==> src/rtl/nvm_ctrl_pkg.sv <==
package nvm_ctrl_pkg;
  localparam int unsigned BUS_AW = 3;

  typedef enum logic [BUS_AW-1:0] {
    OFS_ADDR   = 3'd0,
    OFS_DATA   = 3'd1,
    OFS_CTRL   = 3'd2,
    OFS_UNLOCK = 3'd3,
    OFS_IRQ    = 3'd4
  } reg_ofs_e;

  typedef enum logic [1:0] {
    UL_IDLE  = 2'd0,
    UL_KEY1  = 2'd1,
    UL_ARMED = 2'd2
  } unlock_st_e;

  localparam int unsigned CB_ERR = 3;
  localparam int unsigned CB_WEN = 2;
  localparam int unsigned CB_WR  = 1;
  localparam int unsigned CB_RD  = 0;
endpackage

==> src/rtl/nvm_unlock.sv <==
module nvm_unlock
  import nvm_ctrl_pkg::*;
#(
  parameter logic [7:0] KEY1 = 8'h55,
  parameter logic [7:0] KEY2 = 8'hAA
) (
  input  logic       clk_i,
  input  logic       rst_ni,
  input  logic       clr_i,
  input  logic       we_i,
  input  logic       re_i,
  input  logic       sel_i,
  input  logic [7:0] wdata_i,
  output logic       armed_o
);
  unlock_st_e st_q, st_d;

  always_comb begin
    st_d = st_q;
    if (clr_i)                                          st_d = UL_IDLE;
    else if (we_i && sel_i && wdata_i == KEY1)          st_d = UL_KEY1;
    else if (we_i && sel_i && wdata_i == KEY2 && st_q == UL_KEY1) st_d = UL_ARMED;
    else if (we_i || re_i)                              st_d = UL_IDLE;
  end

  always_ff @(posedge clk_i or negedge rst_ni) begin
    if (!rst_ni) st_q <= UL_IDLE;
    else         st_q <= st_d;
  end

  assign armed_o = (st_q == UL_ARMED);
endmodule

==> src/rtl/nvm_wr_timer.sv <==
module nvm_wr_timer #(
  parameter int unsigned WR_CYCLES = 16
) (
  input  logic clk_i,
  input  logic rst_ni,
  input  logic start_i,
  input  logic abort_i,
  output logic busy_o,
  output logic done_o
);
  localparam int unsigned CW = (WR_CYCLES < 2) ? 1 : $clog2(WR_CYCLES);
  localparam logic [CW-1:0] LOAD = CW'(WR_CYCLES - 1);

  logic [CW-1:0] cnt_q;
  logic          busy_q;

  assign done_o = busy_q && (cnt_q == '0) && !abort_i;
  assign busy_o = busy_q;

  always_ff @(posedge clk_i or negedge rst_ni) begin
    if (!rst_ni) begin
      busy_q <= 1'b0;
      cnt_q  <= '0;
    end else if (abort_i) begin
      busy_q <= 1'b0;
      cnt_q  <= '0;
    end else if (start_i && !busy_q) begin
      busy_q <= 1'b1;
      cnt_q  <= LOAD;
    end else if (busy_q) begin
      if (cnt_q == '0) busy_q <= 1'b0;
      else             cnt_q  <= cnt_q - 1'b1;
    end
  end
endmodule

==> src/rtl/nvm_array.sv <==
module nvm_array #(
  parameter int unsigned AW = 7,
  parameter int unsigned DW = 8
) (
  input  logic          clk_i,
  input  logic          we_i,
  input  logic [AW-1:0] waddr_i,
  input  logic [DW-1:0] wdata_i,
  input  logic [AW-1:0] raddr_i,
  output logic [DW-1:0] rdata_o
);
  localparam int unsigned DEPTH = 1 << AW;

  logic [DW-1:0] mem_q [DEPTH];

  always_ff @(posedge clk_i) begin
    if (we_i) mem_q[waddr_i] <= wdata_i;
  end

  assign rdata_o = mem_q[raddr_i];
endmodule

==> src/rtl/data_nvm_ctrl.sv <==
module data_nvm_ctrl
  import nvm_ctrl_pkg::*;
#(
  parameter int unsigned ADDR_BITS = 7,
  parameter int unsigned WR_CYCLES = 16,
  parameter logic [7:0]  KEY1      = 8'h55,
  parameter logic [7:0]  KEY2      = 8'hAA
) (
  input  logic             clk_i,
  input  logic             rst_ni,
  input  logic             warm_rst_i,
  input  logic [BUS_AW-1:0] bus_addr_i,
  input  logic [7:0]       bus_wdata_i,
  input  logic             bus_we_i,
  input  logic             bus_re_i,
  output logic [7:0]       bus_rdata_o,
  output logic             done_irq_o
);
  logic sel_addr, sel_data, sel_ctrl, sel_unlock, sel_irq;
  logic ctrl_wr, start_wr, start_rd;
  logic armed, wr_busy, wr_done;
  logic [7:0] addr_q, data_q;
  logic wren_q, err_q, rd_q, irq_q;
  logic [ADDR_BITS-1:0] lat_addr_q;
  logic [7:0] lat_data_q, arr_rdata;

  assign sel_addr   = bus_addr_i == OFS_ADDR;
  assign sel_data   = bus_addr_i == OFS_DATA;
  assign sel_ctrl   = bus_addr_i == OFS_CTRL;
  assign sel_unlock = bus_addr_i == OFS_UNLOCK;
  assign sel_irq    = bus_addr_i == OFS_IRQ;

  assign ctrl_wr  = bus_we_i && sel_ctrl;
  assign start_wr = ctrl_wr && bus_wdata_i[CB_WR] && bus_wdata_i[CB_WEN]
                    && armed && !wr_busy && !warm_rst_i;
  assign start_rd = ctrl_wr && bus_wdata_i[CB_RD] && !wr_busy && !start_wr
                    && !rd_q && !warm_rst_i;

  nvm_unlock #(.KEY1(KEY1), .KEY2(KEY2)) u_unlock (
    .clk_i   (clk_i),
    .rst_ni  (rst_ni),
    .clr_i   (warm_rst_i),
    .we_i    (bus_we_i),
    .re_i    (bus_re_i),
    .sel_i   (sel_unlock),
    .wdata_i (bus_wdata_i),
    .armed_o (armed)
  );

  nvm_wr_timer #(.WR_CYCLES(WR_CYCLES)) u_timer (
    .clk_i   (clk_i),
    .rst_ni  (rst_ni),
    .start_i (start_wr),
    .abort_i (warm_rst_i),
    .busy_o  (wr_busy),
    .done_o  (wr_done)
  );

  nvm_array #(.AW(ADDR_BITS), .DW(8)) u_array (
    .clk_i   (clk_i),
    .we_i    (wr_done),
    .waddr_i (lat_addr_q),
    .wdata_i (lat_data_q),
    .raddr_i (addr_q[ADDR_BITS-1:0]),
    .rdata_o (arr_rdata)
  );

  always_ff @(posedge clk_i or negedge rst_ni) begin
    if (!rst_ni) begin
      addr_q <= '0;
      data_q <= '0;
    end else if (warm_rst_i) begin
      addr_q <= '0;
      data_q <= '0;
    end else begin
      if (bus_we_i && sel_addr) addr_q <= bus_wdata_i;
      if (rd_q)                        data_q <= arr_rdata;
      else if (bus_we_i && sel_data)   data_q <= bus_wdata_i;
    end
  end

  always_ff @(posedge clk_i or negedge rst_ni) begin
    if (!rst_ni) begin
      wren_q <= 1'b0;
      rd_q   <= 1'b0;
      err_q  <= 1'b0;
    end else if (warm_rst_i) begin
      wren_q <= 1'b0;
      rd_q   <= 1'b0;
      if (wr_busy) err_q <= 1'b1;
    end else begin
      rd_q <= start_rd;
      if (ctrl_wr) begin
        wren_q <= bus_wdata_i[CB_WEN];
        if (!bus_wdata_i[CB_ERR]) err_q <= 1'b0;
      end
    end
  end

  always_ff @(posedge clk_i or negedge rst_ni) begin
    if (!rst_ni) begin
      lat_addr_q <= '0;
      lat_data_q <= '0;
    end else if (start_wr) begin
      lat_addr_q <= addr_q[ADDR_BITS-1:0];
      lat_data_q <= data_q;
    end
  end

  always_ff @(posedge clk_i or negedge rst_ni) begin
    if (!rst_ni)                                   irq_q <= 1'b0;
    else if (wr_done)                              irq_q <= 1'b1;
    else if (bus_we_i && sel_irq && !bus_wdata_i[0]) irq_q <= 1'b0;
  end

  always_comb begin
    bus_rdata_o = '0;
    unique case (bus_addr_i)
      OFS_ADDR: bus_rdata_o = addr_q;
      OFS_DATA: bus_rdata_o = data_q;
      OFS_CTRL: bus_rdata_o = {4'b0000, err_q, wren_q, wr_busy, rd_q};
      OFS_IRQ:  bus_rdata_o = {7'b0, irq_q};
      default:  bus_rdata_o = '0;
    endcase
  end

  assign done_irq_o = irq_q;
endmodule

==> config.mk <==
export PLATFORM = sky130hd
export DESIGN_NAME = data_nvm_ctrl
export DESIGN_NICKNAME = d
export VERILOG_FILES = /design/src/rtl/nvm_ctrl_pkg.sv /design/src/rtl/nvm_unlock.sv /design/src/rtl/nvm_wr_timer.sv /design/src/rtl/nvm_array.sv /design/src/rtl/data_nvm_ctrl.sv
export SDC_FILE = /design/constraint.sdc
export NUM_CORES = 1
export LEC_CHECK = 0
export BUFFER_PORTS_ARGS = -buffer_cell sky130_fd_sc_hd__buf_2
export CORE_MARGIN = 2
export CORE_UTILIZATION = 40
export DETAILED_ROUTE_END_ITERATION = 8
export PLACE_DENSITY = 0.6
export SETUP_SLACK_MARGIN = 0.4
export SLEW_MARGIN = 25
export SYNTH_ARGS = -nofsm -noshare
export SYNTH_HDL_FRONTEND = slang
export SYNTH_HIERARCHICAL = 1
export SYNTH_SLANG_ARGS = --single-unit
==> constraint.sdc <==
create_clock -name clk_i -period 8.5 [get_ports clk_i]
set_input_delay 2.55 -clock clk_i [delete_from_list [all_inputs] [get_ports clk_i]]
set_output_delay 2.55 -clock clk_i [all_outputs]
set_load 0.02 [all_outputs]
==> results of run 1 <==
worst min-delay path, cell delays in order (launching register included):
cell	delay (ns)
dfrtp_1	0.38
nand2_1	0.06
a21oi_1	0.06
sequential cells by signal, summed over array words and instances (netlist names):
| register | flops |
|---|---|
| addr_q | 8 |
| data_q | 8 |
| done_irq_o | 1 |
| err_q | 1 |
| lat_addr_q | 7 |
| lat_data_q | 8 |
| rd_q | 1 |
| u_array/mem_q | 1024 |
| u_timer/busy_o | 1 |
| u_timer/cnt_q | 4 |
| u_unlock/st_q | 2 |
| wren_q | 1 |
logic make-up (layout without fill, tap and decap cells):
| family | Yosys count | in the layout | synth area share, % |
|---|---|---|---|
| compound gates | 35 | 35 | 0.552 |
| flops | 1066 | 1066 | 76.3 |
| mux | 368 | 368 | 19.1 |
| fa+ha+maj | 1 | 1 | 0.0300 |
| simple gates | 249 | 249 | 2.88 |
| buf+inv | 114 | 250 | 1.22 |
final cells by class:
class                           instances  share of cell area, %
Timing Repair Buffer                   49                  0.766
Inverter                               12                 0.0961
Clock inverter                         65                   1.72
Tap cell                             1380                   3.68
Multi-Input combinational cell        653                   20.1
Clock buffer                          124                   5.66
Sequential cell                      1066                   67.9
layer usage:
layer	routed length [um]	GRT usage, %	vias up	share of wire, %
met4	1600	4.55	0	1.7
met5	0	0	-	0
li1	-	-	7851	-
met1	41200	26.5	10661	44
met3	6140	2.86	116	6.5
met2	45800	28.1	743	48
layout by cell type, fill, tap and decap left out, types with 3 or more instances in the layout:
| master | instances |
|---|---|
| a2111oi_0 | 8 |
| a21oi_1 | 16 |
| and4bb_2 | 3 |
| buf_12 | 3 |
| buf_2 | 23 |
| buf_4 | 20 |
| buf_6 | 3 |
| bufinv_16 | 16 |
| clkbuf_1 | 19 |
| clkbuf_16 | 101 |
| clkbuf_8 | 4 |
| clkinv_1 | 7 |
| clkinv_2 | 25 |
| clkinvlp_4 | 8 |
| dfrtp_1 | 30 |
| dfrtp_4 | 11 |
| edfxtp_1 | 1024 |
| inv_1 | 12 |
| inv_6 | 3 |
| mux2_2 | 14 |
| mux2_4 | 9 |
| mux2i_1 | 9 |
| mux4_2 | 336 |
| nand2_1 | 35 |
| nand2b_1 | 4 |
| nand3_1 | 9 |
| nand3_2 | 4 |
| nand4_1 | 4 |
| nor2_1 | 132 |
| nor2b_1 | 10 |
| nor3_1 | 24 |
| nor3_2 | 5 |
| o21ai_0 | 3 |
stage by stage:
stage / power (mW) / utilization (%) / hold WS (ns)
4_1_cts: 10.5 / 45.3 / 0.532
3_5_place_dp: 5.88 / 41.9 / 0.522
5_1_grt: 10.7 / 45.3 / 0.562
2_1_floorplan: 5.85 / - / 0.479
6_report: 10.4 / 45.3 / 0.529
3_3_place_gp: 5.88 / 41.9 / 0.520
cell usage after synthesis, types with 2 or more instances:
cell type	count	area [sq um]
mux2_2	14	158
nor2_1	132	495
nor2b_1	10	62.6
a21oi_1	16	80.1
o21ai_0	3	15.0
mux2_4	9	135
nand4_1	4	25.0
nor3_1	29	145
nand4bb_1	2	22.5
inv_1	12	45.0
dfrtp_1	42	1050
buf_6	2	22.5
buf_2	19	95.1
nand2b_1	4	25.0
a31o_1	2	17.5
nor4b_2	2	30.0
and4bb_1	2	25.0
or2_2	2	12.5
buf_4	11	82.6
and4bb_2	3	37.5
a2bb2oi_1	2	17.5
mux4_2	336	7570
buf_1	19	71.3
clkbuf_1	51	191
nand2_1	35	131
a2111oi_0	8	70.1
nand3_1	13	65.1
edfxtp_1	1024	30700
mux2i_1	9	90.1
where the power goes:
group	total (mW)	internal, mW	switching, mW
clock	4.66	2.72	1.94
combinational	0.0856	0.0362	0.0494
sequential	5.68	5.67	0.0107
total	10.4	8.43	2.00
worst max-delay path by stage:
stage	endpoint	start	slack, ns
after floorplan	bus_rdata_o[0]	bus_addr_i[0]	2.27
after global placement	bus_rdata_o[2]	bus_addr_i[0]	2.32
after detailed placement	bus_rdata_o[3]	bus_addr_i[0]	2.30
after CTS	bus_rdata_o[3]	bus_addr_i[0]	2.31
after global routing	bus_rdata_o[2]	bus_addr_i[0]	2.19
final	bus_rdata_o[3]	bus_addr_i[0]	2.31
==> metrics.csv, run 1 <==
stage;metric;value;unit
placed_design;dpl_worst_slack;2.30;ns
placed_design;placed_area;43400;sq um
sta;worst_slack;2.31;ns
critical_path;startpoint_type;input pin;
sta;fin_crit_sh;72.8;%
die;die_h;327;um
hold_path;worst_hold_path.endpoint;addr_q[7];
cts;cts.path.max_buffers;3;
critical_path;slowest_delay;0.34;ns
critical_path;path_delay_family;buffers and inverters;
yosys;synthesis.nets;1850;
sta;fmax;0.162;GHz
global_routing;gr-total-overflow;0;
die;die_area;107000;sq um
cts;post_cts_buffers;0;
critical_path;cp.arrival;3.64;ns
flow_run;maxCapViolCount;0;
yosys;ys_warn_count;6;
cts;cts.sinks;1066;
cts;cts_hold_buffers;0;
sta;worst_pin_slew;0.998;ns
sta;min_period;6.19;ns
route;drt-wirelength-per-cell;28.3;um
sta;finalSetupTns;0;ns
placed_design;dpl.cell_count;3160;
hold_path;hp-class;flop to flop;
critical_path;critPathCaptureType;output port;
route;vias_per_cell;5.78;
finish;seqCellArea;31800;sq um
hold_path;min_path_cells;2;
cts;cts_buffers;101;
finish;layout-drive-gt1-share;30.6;%
route;routed_wl;94700;um
critical_path;reg2reg_depth;8;
sta;hold_viol_final;0;
yosys;synth_area;41700;sq um
yosys;syn_area_per_cell;22.8;sq um
cts;cts_root_buf;clkbuf_16;
yosys;syn_inst;1833;
sta;setup_viol;0;
yosys;synth.distinct_cells;45;
critical_path;cp_max_fo;17;
cts;cts_tree;built;
cts;cts_resized;0;
power_and_ir_drop;power.leakage;11.1;nW
finish;multi_input_area;9440;sq um
global_routing;grt_max_degree;143;
cts;insertion_delay;0.69;ns
global_routing;grt_pass1_vias;19466;
hold_path;worstHoldStart;addr_q[7];
power_and_ir_drop;p_per_area;223;nW/um^2
global_routing;antenna_found_initial;1;
yosys;ys_seq_area_share;76.3;%
yosys;synth_ff_type;edfxtp_1;
route;drt_iter0_markers;2179;
critical_path;path_class;input pin to output port;
die;die_w;327;um
die;start_util;40.3;%
finish;final.fill_count;8447;
placed_design;place.detailed.hpwl;55800;um
route;firstDrtPassIters;9;
finish;post-route-cell-area;46900;sq um
global_routing;grtUsageTotal;17.9;%
critical_path;path_cells;buf_2, mux2i_1, or2_2, a21oi_1, buf_2;
finish;num_antenna_cells;0;
route;drtAntennaViolNets;0;
sta;clock_skew;0.0353;ns
die;ios;25;
critical_path;ff2ff_setup_slack;3.66;ns
yosys;ys_seq_elements;1066;
placed_design;routabilityCongestion;0.832;
critical_path;reg2reg_to;data_q[1];
die;row_count;118;
sta;maxSlewHeadroom;33.5;%
global_routing;grt_first_pass_wirelength;140000;um
placed_design;portBuffers;24;
cts;path_clk_slew;0.07;ns
critical_path;path_buf_inv;2;
yosys;async_reset_ff_share;3.94;%
route;num_vias;19371;
critical_path;cp.required;5.95;ns
critical_path;r2r_start;addr_q[2];
run_status;status;finished, final reports clean;
finish;synthToLayoutAreaGrowth;12.4;%
cts;htree_levels;3;
sta;slew_violations;0;
power_and_ir_drop;peakVddDrop;153;uV
yosys;synth_edf_count;1024;
critical_path;slowest_stage;buf_2;
sta;rsz0062_at_grt;no;
finish;nets;1900;
critical_path;crit_top_cell;buf_2;
critical_path;critical_path_cell_count;5;
route;drc;0;
finish;finalNonFillerCells;3349;
die;core_area;103000;sq um
(Power assumes the default switching activity.)
==> inputs of run 2 (changes only) <==
- clock period: 8.5 -> 6.3 ns (I/O delays scaled with it)
==> run 2 against run 1 <==
Final cell count increased by 0.72%. Flip-flop and latch count unchanged. Largest power group unchanged. Wire length increased by 1.4%. Largest cell class unchanged. Clock skew increased by 0.0015 ns. Critical path type unchanged.
==> metrics.csv, run 2 (synthesis gave the netlist of run 1 again) <==
stage;metric;value;unit;change
die;core_area;103000;sq um;unchanged
hold_path;hp-class;flop to flop;;
power_and_ir_drop;p_per_area;295;nW/um^2;+32%
finish;largest_reg_flops;1024;;unchanged
global_routing;grt_first_pass_wirelength;141000;um;+0.24%
cts;cts_hold_buffers;0;;unchanged
finish;final_cell_mix;edfxtp_1, mux4_2, nor2_1;;
cts;cts_buffers;104;;+3.0%
power_and_ir_drop;p_total;13.8;mW;+33%
die;die_w;327;um;unchanged
finish;final_common_cell;edfxtp_1;;
sta;min_period;4.88;ns;
hold_path;worst_hold_path.endpoint;err_q;;
placed_design;routabilityCongestion;0.841;;+1.1%
die;die_h;327;um;unchanged
die;ios;25;;unchanged
run_status;status;finished, final reports clean;;
cts;cts.path.max_buffers;3;;unchanged
die;row_count;118;;unchanged
sta;clock_skew;0.0367;ns;+0.00149 ns
critical_path;path_class;input pin to output port;;
cts;cts_resized;0;;unchanged
sta;maxSlewHeadroom;33.7;%;+0.27 points
route;num_vias;19366;;-0.026%
placed_design;portBuffers;24;;unchanged
sta;fin_crit_sh;77.5;%;
sta;rsz0062_at_grt;no;;
critical_path;cp.required;4.41;ns;-1.54 ns
placed_design;place.detailed.hpwl;58200;um;+4.2%
cts;cts_tree;built;;
critical_path;ff2ff_setup_slack;2.41;ns;-1.25 ns
cts;path_clk_slew;0.06;ns;about the same
cts;cts_root_buf;clkbuf_16;;
flow_run;maxCapViolCount;0;;unchanged
sta;slew_violations;0;;unchanged
route;drt_iter0_markers;2065;;-5.2%
route;drc;0;;unchanged
die;start_util;40.3;%;unchanged
route;firstDrtPassIters;5;;-4
global_routing;grt_max_degree;85;;-41%
global_routing;grt_pass1_vias;19446;;-0.10%
sta;setup_viol;0;;unchanged
sta;finalSetupTns;0;ns;unchanged
critical_path;critPathCaptureType;output port;;
critical_path;reg2reg_to;data_q[0];;
power_and_ir_drop;power.leakage;11.2;nW;+0.74%
hold_path;min_path_cells;2;;unchanged
route;drtAntennaViolNets;0;;unchanged
finish;nets;1928;;+1.5%
finish;synthToLayoutAreaGrowth;12.6;%;
die;die_area;107000;sq um;unchanged
route;vias_per_cell;5.74;;-0.74%
critical_path;r2r_start;addr_q[0];;
route;routed_wl;96000;um;+1.4%
cts;post_cts_buffers;0;;unchanged
cts;htree_levels;3;;unchanged
critical_path;startpoint_type;input pin;;
sta;hold_viol_final;0;;unchanged
finish;largest_register;u_array/mem_q;;
sta;fmax;0.205;GHz;
sta;worst_pin_slew;0.994;ns;-0.00409 ns
hold_path;worstHoldStart;err_q;;
critical_path;reg2reg_depth;8;;unchanged
critical_path;cp.arrival;2.99;ns;-0.65 ns
power_and_ir_drop;peakVddDrop;200;uV;+31%
finish;layout-drive-gt1-share;30.6;%;about the same
global_routing;grtUsageTotal;18.1;%;+0.12 points
cts;cts.sinks;1066;;unchanged
global_routing;antenna_found_initial;3;;+2
critical_path;cp_max_fo;17;;unchanged
route;drt-wirelength-per-cell;28.5;um;+0.65%
global_routing;gr-total-overflow;0;;unchanged
finish;num_antenna_cells;0;;unchanged
cts;insertion_delay;0.69;ns;about the same
[run 2: worst max path at each step]
stage | start | endpoint | slack (ns) | cells after the start
floorplan | bus_addr_i[0] | bus_rdata_o[0] | 1.39 | 5
global placement | bus_addr_i[0] | bus_rdata_o[3] | 1.46 | 5
detailed placement | bus_addr_i[0] | bus_rdata_o[2] | 1.44 | 5
CTS | bus_addr_i[0] | bus_rdata_o[2] | 1.43 | 5
global route | bus_addr_i[0] | bus_rdata_o[1] | 1.35 | 5
finish | bus_addr_i[0] | bus_rdata_o[2] | 1.42 | 5
[run 2: worst max-delay path: stages]
cell	delay, ns
buf_2	0.34
mux2i_1	0.13
or2_2	0.29
a21oi_1	0.14
buf_2	0.19
[run 2: through the flow]
step | instances | hold slack (ns) | worst slack (ns) | cell area, sq um | utilization, %
after floorplan | 1833 | 0.479 | 1.39 | 41700 | -
after global placement | 3183 | 0.515 | 1.46 | 43600 | 42.1
after detailed placement | 3184 | 0.523 | 1.44 | 43600 | 42.1
after CTS | 3372 | 0.538 | 1.43 | 46900 | 45.3
after global routing | 3373 | 0.569 | 1.35 | 47000 | 45.4
final | 3373 | 0.541 | 1.42 | 47000 | 45.4
[run 2: area by class of cell]
type,count,area (sq um)
Clock inverter,56,493
Multi-Input combinational cell,653,9420
Inverter,12,45.0
Fill cell,8464,56500
Timing Repair Buffer,74,601
Tap cell,1380,1730
Clock buffer,132,2820
Sequential cell,1066,31800
[run 2: routing by layer]
layer | vias up | track usage [%] | wire length, um
met2 | 792 | 28.9 | 46900
met5 | - | 0 | 13
li1 | 7904 | - | -
met1 | 10558 | 26.1 | 41000
met3 | 110 | 2.84 | 6480
met4 | 2 | 4.50 | 1640
[run 2: where the power goes]
| part | internal, mW | switching, mW |
|---|---|---|
| sequential | 7.65 | 0.0123 |
| combinational | 0.0511 | 0.0695 |
| clock | 3.45 | 2.60 |
